<file path="src/rtl/dacif_pkg.sv">
// Package: dacif_pkg
// Shared widths, offset map constants and the decoded-write type for the
// double-buffered converter register interface.
package dacif_pkg;

    localparam int ADDR_W     = 8;
    localparam int BYTE_W     = 8;
    localparam int WORD_W     = 2 * BYTE_W;
    localparam int MAX_CH     = 2;

    // Per-channel offsets: base plus channel index times the stride.
    localparam int CH_STRIDE  = 8;
    localparam int STRB_BASE  = 'h0B;
    localparam int LO_BASE    = 'h0D;
    localparam int HI_BASE    = 'h0E;
    localparam int STRB_ALL   = 'h1B;
    localparam int ID_OFFSET  = 'h00;

    localparam logic [BYTE_W-1:0] ID_ONE_CH = 8'hE2;
    localparam logic [BYTE_W-1:0] ID_TWO_CH = 8'hE3;

    // One-hot-per-purpose write decode for a single bus cycle.
    typedef struct packed {
        logic [MAX_CH-1:0] lo_wr;
        logic [MAX_CH-1:0] hi_wr;
        logic [MAX_CH-1:0] strb;
        logic              strb_all;
    } wr_dec_t;

endpackage

</file>
<file path="src/rtl/dacif_decode.sv">
// Module: dacif_decode
// Turns a write request and offset into per-channel byte-load and strobe
// pulses. Channels at or above CHANNELS never decode, so their offsets are
// inert. Assumes at most one bus access per cycle.
module dacif_decode
    import dacif_pkg::*;
#(
    parameter int CHANNELS = 2
) (
    input  logic              wr_en,
    input  logic [ADDR_W-1:0] addr,
    output wr_dec_t           dec
);

    // Compare the offset against each present channel's three addresses.
    always_comb begin
        dec = '0;
        for (int ch = 0; ch < MAX_CH; ch++) begin
            if (ch < CHANNELS) begin
                dec.lo_wr[ch] = wr_en && (addr == ADDR_W'(LO_BASE   + CH_STRIDE * ch));
                dec.hi_wr[ch] = wr_en && (addr == ADDR_W'(HI_BASE   + CH_STRIDE * ch));
                dec.strb[ch]  = wr_en && (addr == ADDR_W'(STRB_BASE + CH_STRIDE * ch));
            end
        end
        dec.strb_all = wr_en && (addr == ADDR_W'(STRB_ALL));
    end

endmodule

</file>
<file path="src/rtl/dacif_channel.sv">
// Module: dacif_channel
// One converter channel: a holding word built from two byte registers and an
// active word loaded from the holding word on a load pulse. Assumes the
// byte-load pulses and the load pulse are never active in the same cycle.
module dacif_channel
    import dacif_pkg::*;
(
    input  logic              clk,
    input  logic              rst_n,
    input  logic [BYTE_W-1:0] wdata,
    input  logic              lo_wr,
    input  logic              hi_wr,
    input  logic              load,
    output logic [WORD_W-1:0] hold_word,
    output logic [WORD_W-1:0] active_word
);

    logic [BYTE_W-1:0] lo_q;
    logic [BYTE_W-1:0] hi_q;

    // Capture the low and high staging bytes.
    always_ff @(posedge clk) begin
        if (!rst_n) begin
            lo_q <= '0;
            hi_q <= '0;
        end else begin
            if (lo_wr) lo_q <= wdata;
            if (hi_wr) hi_q <= wdata;
        end
    end

    assign hold_word = {hi_q, lo_q};

    // Transfer the staged word to the converter on a load pulse.
    always_ff @(posedge clk) begin
        if (!rst_n) begin
            active_word <= '0;
        end else if (load) begin
            active_word <= hold_word;
        end
    end

endmodule

</file>
<file path="src/rtl/dacif_readback.sv">
// Module: dacif_readback
// Registered read path: the identification byte at its offset, zero for
// every other offset. The result holds until the next read request.
module dacif_readback
    import dacif_pkg::*;
#(
    parameter logic [BYTE_W-1:0] ID_BYTE = ID_TWO_CH
) (
    input  logic              clk,
    input  logic              rst_n,
    input  logic              rd_en,
    input  logic [ADDR_W-1:0] addr,
    output logic [BYTE_W-1:0] rdata
);

    // Register the selected read byte on each read request.
    always_ff @(posedge clk) begin
        if (!rst_n) begin
            rdata <= '0;
        end else if (rd_en) begin
            rdata <= (addr == ADDR_W'(ID_OFFSET)) ? ID_BYTE : '0;
        end
    end

endmodule

</file>
<file path="src/rtl/dac_bank_regif.sv">
// Module: dac_bank_regif
// Byte-wide register front end for one or two double-buffered 16-bit
// converter channels. CHANNELS picks the build (1 or 2) and therefore the
// identification byte. Channel slots beyond CHANNELS drive zero.
module dac_bank_regif
    import dacif_pkg::*;
#(
    parameter int CHANNELS = 2
) (
    input  logic              clk,
    input  logic              rst_n,
    input  logic              wr_en,
    input  logic              rd_en,
    input  logic [ADDR_W-1:0] addr,
    input  logic [BYTE_W-1:0] wdata,
    output logic [BYTE_W-1:0] rdata,
    output logic [WORD_W-1:0] dac_word_0,
    output logic [WORD_W-1:0] dac_word_1
);

    localparam logic [BYTE_W-1:0] ID_BYTE = (CHANNELS >= 2) ? ID_TWO_CH : ID_ONE_CH;

    wr_dec_t           dec;
    logic [WORD_W-1:0] hold_w   [MAX_CH];
    logic [WORD_W-1:0] active_w [MAX_CH];

    dacif_decode #(
        .CHANNELS (CHANNELS)
    ) u_decode (
        .wr_en (wr_en),
        .addr  (addr),
        .dec   (dec)
    );

    for (genvar ch = 0; ch < MAX_CH; ch++) begin : g_ch
        if (ch < CHANNELS) begin : g_present
            dacif_channel u_channel (
                .clk         (clk),
                .rst_n       (rst_n),
                .wdata       (wdata),
                .lo_wr       (dec.lo_wr[ch]),
                .hi_wr       (dec.hi_wr[ch]),
                .load        (dec.strb[ch] | dec.strb_all),
                .hold_word   (hold_w[ch]),
                .active_word (active_w[ch])
            );
        end else begin : g_absent
            assign hold_w[ch]   = '0;
            assign active_w[ch] = '0;
        end
    end

    dacif_readback #(
        .ID_BYTE (ID_BYTE)
    ) u_readback (
        .clk   (clk),
        .rst_n (rst_n),
        .rd_en (rd_en),
        .addr  (addr),
        .rdata (rdata)
    );

    assign dac_word_0 = active_w[0];
    assign dac_word_1 = active_w[1];

endmodule

</file>
<file path="config.mk">
export PLATFORM = sky130hd
export DESIGN_NAME = dac_bank_regif
export DESIGN_NICKNAME = d
export VERILOG_FILES = /design/src/rtl/dacif_pkg.sv /design/src/rtl/dacif_decode.sv /design/src/rtl/dacif_channel.sv /design/src/rtl/dacif_readback.sv /design/src/rtl/dac_bank_regif.sv
export SDC_FILE = /design/constraint.sdc
export NUM_CORES = 1
export LEC_CHECK = 0
export BUFFER_PORTS_ARGS = -buffer_cell sky130_fd_sc_hd__buf_2
export CORE_UTILIZATION = 56
export CTS_CLUSTER_DIAMETER = 30
export DETAILED_ROUTE_END_ITERATION = 8
export PLACE_DENSITY = 0.83
export SYNTH_ARGS = -nofsm -noshare
export SYNTH_HDL_FRONTEND = slang
export SYNTH_SLANG_ARGS = --single-unit
</file>
<file path="constraint.sdc">
create_clock -name clk -period 2.32 [get_ports clk]
set_input_delay 0.348 -clock clk [delete_from_list [all_inputs] [get_ports clk]]
set_output_delay 0.348 -clock clk [all_outputs]
set_load 0.05 [all_outputs]
</file>
* Word level (Yosys, flattened, before mapping) *
Cells that the tools add are included.

word-level totals
  bits in latches = 0
  memories = 0
  input bits = 20
  logic and storage cells = 25
  bits in read-only memories = 0
  bits in registers = 72
  output and inout port bits = 40
  memory bits (writable) = 0

cells by class
  mux-type cells = 1
  div/mod/pow operators = 0
  magnitude comparators = 0
  equality and inequality tests = 7
  $mul = 0
  bitwise logic cells = 2
  $add $sub $neg = 0
  shift-type cells = 0
  reductions and logical operators = 8

operator list
  kind                  number
  $eq A8 B5 Y1 const B  4
  $eq A8 B4 Y1 const B  3
  $logic_not A8 Y1      1
  $mux W8               1
  $logic_and A1 B1 Y1   7
  $or A1 B1 Y1          2

* Depth between registers and ports, before layout *
Gate-level depths: netlist of the first run.

  word-level depth = 3
  mapped depth = 4
  depth with buffers taken out = 3

* By module *
A second synthesis of the first run with hierarchy kept.

unflattened totals
  cell total of the unflattened synthesis = 238
  area total of the unflattened synthesis = 2653.8 um^2

modules (own cells, without submodules)
  module          area each (um^2)  sequential area each (um^2)  instances  cells each
  dacif_channel   1218.7            640.6                        2          103
  dacif_readback  115.1             20.0                         1          15
  dacif_decode    88.8              0.0                          1          15
  dac_bank_regif  12.5              0.0                          1          2

* Worst setup path after synthesis of the first run *
No wires, ideal clock.

  kind = register to output
  start point = register u_readback.rdata[6] (netlist name)
  end point = output rdata[1]
  buffers on the path = 1
  arrival time = 0.973 ns
  slack = 0.999 ns
  stages on the path, launching flop included = 2
  data required time = 1.972 ns
  cell sequence = dfxtp_1 > buf_4

RTL lines
  what       RTL line              RTL
  to (decl)  dac_bank_regif.sv:16  output logic [BYTE_W-1:0] rdata,

==> out/results.ini, run 1 <==
[worst_setup_path]
crit_path_end_kind=output port
r2r_setup_slack_ps=1640
cp_top_family=flip-flops
cp-start-kind=register
crit_buf_inv=1
cp.required_ps=1970
worstPathMaxFanout=6
worstPathArrival_ps=1020
slowest_stage=dfxtp_1
critPathKind=register to output port
crit_chain=buf_2
crit_path_max_incr_delay_ps=390

[clock_tree]
htree_levels=3
cts_buffers=9
cts_hold_buf=0
cts_root_buffer=clkbuf_8
path_clk_slew_ps=70
clkSinkCount=65
postCtsSetupBuffers=0
ctsResizeCount=0
clk_latency_ps=340
cts_tree=built
clockBufferDepth=2

[power_and_ir_drop]
netSwitchingFraction_pct=23.3
seqPwrFrac_pct=54.2
internal_power_mw=1.58
powerDensity_mw_per_mm2=698
clock_power_share_pct=41.7
power_frac_comb_pct=4.0
power.leakage_nw=1.52
ir_drop_uv=422
power_switching_mw=0.480

[sta]
setup_viol=0
min_period_ps=1370
worst_pin_slew_ps=528
setup_tns_ps=0
slew_headroom_pct=64.8
hold_ws_ps=278
fin_crit_sh_pct=59.2
grt_setup_unrepaired=false
finClkSkew_ps=5.51
report.final.slew_viol_count=0
fmax_ghz=0.728
hold_viol=0

[synthesis]
synth_cells=237
yosysSeqAreaShare_pct=51.3
ys_warn_count=0
synth_area_per_cell_sq_um=10.7
synth_cell_types=17
syn_area_sq_mm=0.00253
ys_seq_elements=65

[floorplan]
row_count=24
die_h_microns=69.3
ios=60
die_x_microns=69.3
dieArea_sq_mm=0.00480
start_util_pct=58.2
core_sq_mm=0.00435

[layout]
final_cells=345
syn_to_final_growth_pct=16.4
finish.utilization_pct=67.8
fin_area_sq_mm=0.00295
diodes=0
nets=308
drive_gt1_share_pct=28.0
fill_cells=344

[global_route]
grt_pass1_wl_mm=7.94
grt_max_degree=33
first_global_vias=1683
gr-usage-all-layers_pct=21.3
gr-total-overflow=0
antenna_found_initial=0

[routing]
wl_per_cell_microns=13.6
drc=0
firstDrtPassIters=4
ant_nets=0
drt-total-wl_mm=4.71
vias=1766
avgViaCountPerCell=5.12
first_iter_violations=71

[place]
place_area_sq_mm=0.00277
dpl.hpwl_mm=3.16
io_buffers=56
gp_congestion=0.799
dp.cells=329

[status]
outcome=finished, final reports clean

[flow_run]
maxCapViolCount=0

[hold_path]
min_path_type=input port to register

path summary, 6_finish.rpt:
check                                                                start                                          to  cells past startpoint
worst min register to register  g_ch[0].g_present.u_channel.active_word[9]  g_ch[0].g_present.u_channel.active_word[9]                      2
worst max-delay path                                   u_readback.rdata[6]                                    rdata[1]                      1
worst min-delay path                                                 rd_en                         u_readback.rdata[6]                      3
worst max register to register                         u_readback.rdata[6]                         u_readback.rdata[6]                      2
tightest hold or removal path, delay by kind of cell:
family                 cells  cell delay, ps
buffers and inverters      1             100
AND/OR/NAND/NOR            1              50
AO/OA/AOI/OAI              1              70
sequential cells by signal (all words and copies together), names as in the netlist:
name,flops
u_readback.rdata,1
g_ch.g_present.u_channel.lo_q,16
g_ch.g_present.u_channel.active_word,32
g_ch.g_present.u_channel.hi_q,16
synthesized netlist by cell type, drive strengths merged:
cell    instances  area [sq um]
nand3           5          75.1
buf            13           108
conb            1          3.75
nand2          72           270
a21boi          1          7.51
mux2i          64           641
and4b           5          52.6
dfxtp          65          1300
nor3            1          16.3
clkbuf          7          26.3
nor4            2          27.5
nand2b          1          6.26
power groups by stage:
stage	Clock (mW)	Sequential [mW]	Combinational (mW)
global route	0.927	1.12	0.0904
floorplan	0	1.14	0.0535
CTS	0.870	1.12	0.0834
detailed placement	0	1.14	0.0832
finish	0.859	1.12	0.0833
global placement	0	1.14	0.0827
per-layer routing:
layer / track usage (%) / part of all wire, % / vias up
met2: 32.5 / 47 / 44
met3: 4.80 / 4.5 / 8
li1: - / - / 892
met5: 0 / 0 / -
met1: 27.4 / 47 / 822
met4: 13.2 / 1.0 / 0
area by class of cell:
class                   instances  area [sq um]  area share [%]
clock inverters                 5          30.0            1.02
well taps                      52          65.1            2.21
clock buffers                  11           151            5.13
flip-flops and latches         65          1300            44.1
multi-input cells             154          1110            37.5
repair buffers                 58           295            10.0
placed cells by master (no fill, tap or decap), drive strengths merged:
cell      count
clkbuf       11
nor3          1
and4b         5
clkinv        3
clkinvlp      2
a21boi        1
nand2b        1
buf          58
mux2i        64
nand2        72
conb          3
nand3         5
dfxtp        65
nor4          2
metrics by stage:
step                total power [mW]  setup WS [ps]
CTS                             2.07            931
finish                          2.06            947
global placement                1.22            783
detailed placement              1.22            736
global route                    2.13            904
floorplan                       1.20            999
logic make-up after synthesis:
family                 count (synthesis)  share of synthesized area, %
other                                  1                         0.148
AO/OA/AOI/OAI                          1                         0.296
multiplexers                          64                          25.3
buffers and inverters                 20                          5.28
flip-flops                            65                          51.3
AND/OR/NAND/NOR                       86                          17.7
Note: power is estimated with default switching activity, not from simulation.
==> run 2, diff against run 1 <==
--- a/config.mk
+++ b/config.mk
@@ -6,10 +6,10 @@
 export NUM_CORES = 1
 export LEC_CHECK = 0
 export BUFFER_PORTS_ARGS = -buffer_cell sky130_fd_sc_hd__buf_2
-export CORE_UTILIZATION = 56
+export CORE_UTILIZATION = 52
 export CTS_CLUSTER_DIAMETER = 30
 export DETAILED_ROUTE_END_ITERATION = 8
-export PLACE_DENSITY = 0.83
+export PLACE_DENSITY = 0.78
 export SYNTH_ARGS = -nofsm -noshare
 export SYNTH_HDL_FRONTEND = slang
 export SYNTH_SLANG_ARGS = --single-unit
==> constraint.sdc (replaced) <==
create_clock -name clk -period 1.4 [get_ports clk]
set_input_delay 0.21 -clock clk [delete_from_list [all_inputs] [get_ports clk]]
set_output_delay 0.21 -clock clk [all_outputs]
set_load 0.05 [all_outputs]
==> out/results.ini, run 2 (same netlist as run 1, synthesis figures left out) <==
[routing]
wl_per_cell_microns=13.5  ; -0.71%
firstDrtPassIters=4  ; unchanged
first_iter_violations=59  ; -17%
drc=0  ; unchanged
vias=1758  ; -0.45%
avgViaCountPerCell=5.04  ; -1.6%
drt-total-wl_mm=4.73  ; +0.45%
ant_nets=0  ; unchanged

[worst_setup_path]
worstPathMaxFanout=6  ; unchanged
crit_path_max_incr_delay_ps=390  ; about the same
worstPathArrival_ps=1010  ; about the same
critPathKind=register to output port
crit_path_end_kind=output port
cp.required_ps=1190  ; -780 ps
cp-start-kind=register
cp_top_family=flip-flops
crit_chain=buf_2
crit_buf_inv=1  ; unchanged
slowest_stage=dfxtp_1

[floorplan]
core_sq_mm=0.00469  ; +7.8%
start_util_pct=54.0  ; -4.2 points
ios=60  ; unchanged
dieArea_sq_mm=0.00516  ; +7.5%
die_x_microns=71.8  ; +3.7%
row_count=25  ; +4.2%
die_h_microns=71.8  ; +3.7%

[global_route]
antenna_found_initial=0  ; unchanged
gr-total-overflow=0  ; unchanged
grt_max_degree=74  ; +120%
grt_pass1_wl_mm=7.60  ; -4.3%
gr-usage-all-layers_pct=20.0  ; -1.3 points
first_global_vias=1593  ; -5.3%

[layout]
regMostFlops=g_ch.g_present.u_channel.active_word
fin_area_sq_mm=0.00303  ; +2.5%
nets=310  ; +0.65%
layout_common_cells=72 x nand2_1, 65 x dfxtp_1, 64 x mux2i_1, 56 x buf_2, 9 x clkbuf_8
diodes=0  ; unchanged
syn_to_final_growth_pct=19.3
top_regs=g_ch.g_present.u_channel.active_word x32, g_ch.g_present.u_channel.hi_q x16, g_ch.g_present.u_channel.lo_q x16
largest_register_ffs=32  ; unchanged
drive_gt1_share_pct=28.5  ; +0.49 points
final_common_cell=nand2_1

[power_and_ir_drop]
ir_drop_uv=855  ; +100%
power.leakage_nw=1.55  ; +2.3%
powerDensity_mw_per_mm2=1250  ; +79%

[place]
place_area_sq_mm=0.00280  ; +1.1%
place_ws_ps=19.8  ; -716 ps
dpl.hpwl_mm=3.13  ; -1.2%
io_buffers=56  ; unchanged
gp_congestion=0.718  ; -10%

[clock_tree]
postCtsSetupBuffers=0  ; unchanged
cts_hold_buf=0  ; unchanged
clkSinkCount=65  ; unchanged
cts_tree=built
clk_latency_ps=340  ; about the same
path_clk_slew_ps=70  ; about the same
ctsResizeCount=0  ; unchanged
cts_buffers=9  ; unchanged
htree_levels=3  ; unchanged
cts_root_buffer=clkbuf_8
clockBufferDepth=2  ; unchanged

[sta]
hold_viol=0  ; unchanged
setup_ws_ps=178  ; -769 ps
min_period_ps=1220
setup_tns_ps=0  ; unchanged
report.final.slew_viol_count=0  ; unchanged
fin_crit_sh_pct=87.3
grt_setup_unrepaired=false
hold_ws_ps=146  ; -132 ps
finClkSkew_ps=5.04  ; -0.474 ps
setup_viol=0  ; unchanged
fmax_ghz=0.819

[hold_path]
min_path_type=input port to register

[flow_run]
maxCapViolCount=0  ; unchanged

[status]
outcome=finished, final reports clean

-- run 2: changes by cell type in the layout (fill, tap and decap cells not counted) --
cell,previous run,this run
clkbuf_8,11,9
buf_12,0,1
clkinvlp_4,2,1
clkinv_4,0,2
clkinv_2,3,0
buf_4,2,3
inv_6,0,2
bufinv_16,0,2
-- run 2: worst register-to-register path, cell delays in order, from the launching register on --
cell,delay [ps]
dfxtp_1,390
nand2b_1,70
a21boi_0,140
-- run 2: layout make-up --
type / instances / area, sq um
sequential: 65 / 1300
tap: 54 / 67.6
fill: 389 / 1670
clock inverter: 7 / 103
multi-input combinational: 154 / 1110
timing repair buffer: 60 / 323
clock buffer: 9 / 124
-- run 2: through the flow --
stage / std cells / utilization, % / total power, mW
2_1_floorplan: 239 / - / 1.98
3_3_place_gp: 333 / 59.7 / 2.04
3_5_place_dp: 333 / 59.7 / 2.04
4_1_cts: 349 / 64.5 / 3.82
5_1_grt: 349 / 64.5 / 3.91
6_report: 349 / 64.5 / 3.78
-- run 2: final timing paths --
path	startpoint	end	slack, ps	depth (start not counted)
min reg2reg	g_ch[0].g_present.u_channel.active_word[15]	g_ch[0].g_present.u_channel.active_word[15]	460	2
max	u_readback.rdata[6]	rdata[5]	180	1
min	rd_en	u_readback.rdata[6]	150	3
max reg2reg	u_readback.rdata[6]	u_readback.rdata[6]	740	2
-- run 2: per-layer routing --
| layer | GRT usage (%) | wire length [microns] |
|---|---|---|
| met1 | 24.5 | 2210 |
| met4 | 7.19 | 56 |
| met3 | 8.02 | 242 |
| met5 | 0 | 0 |
| met2 | 31.9 | 2220 |
-- run 2: where the power goes --
| part | internal, mW | switching [mW] |
|---|---|---|
| clock network | 1.02 | 0.763 |
| registers | 1.85 | 0.000334 |
| logic | 0.0425 | 0.102 |
| total | 2.91 | 0.865 |
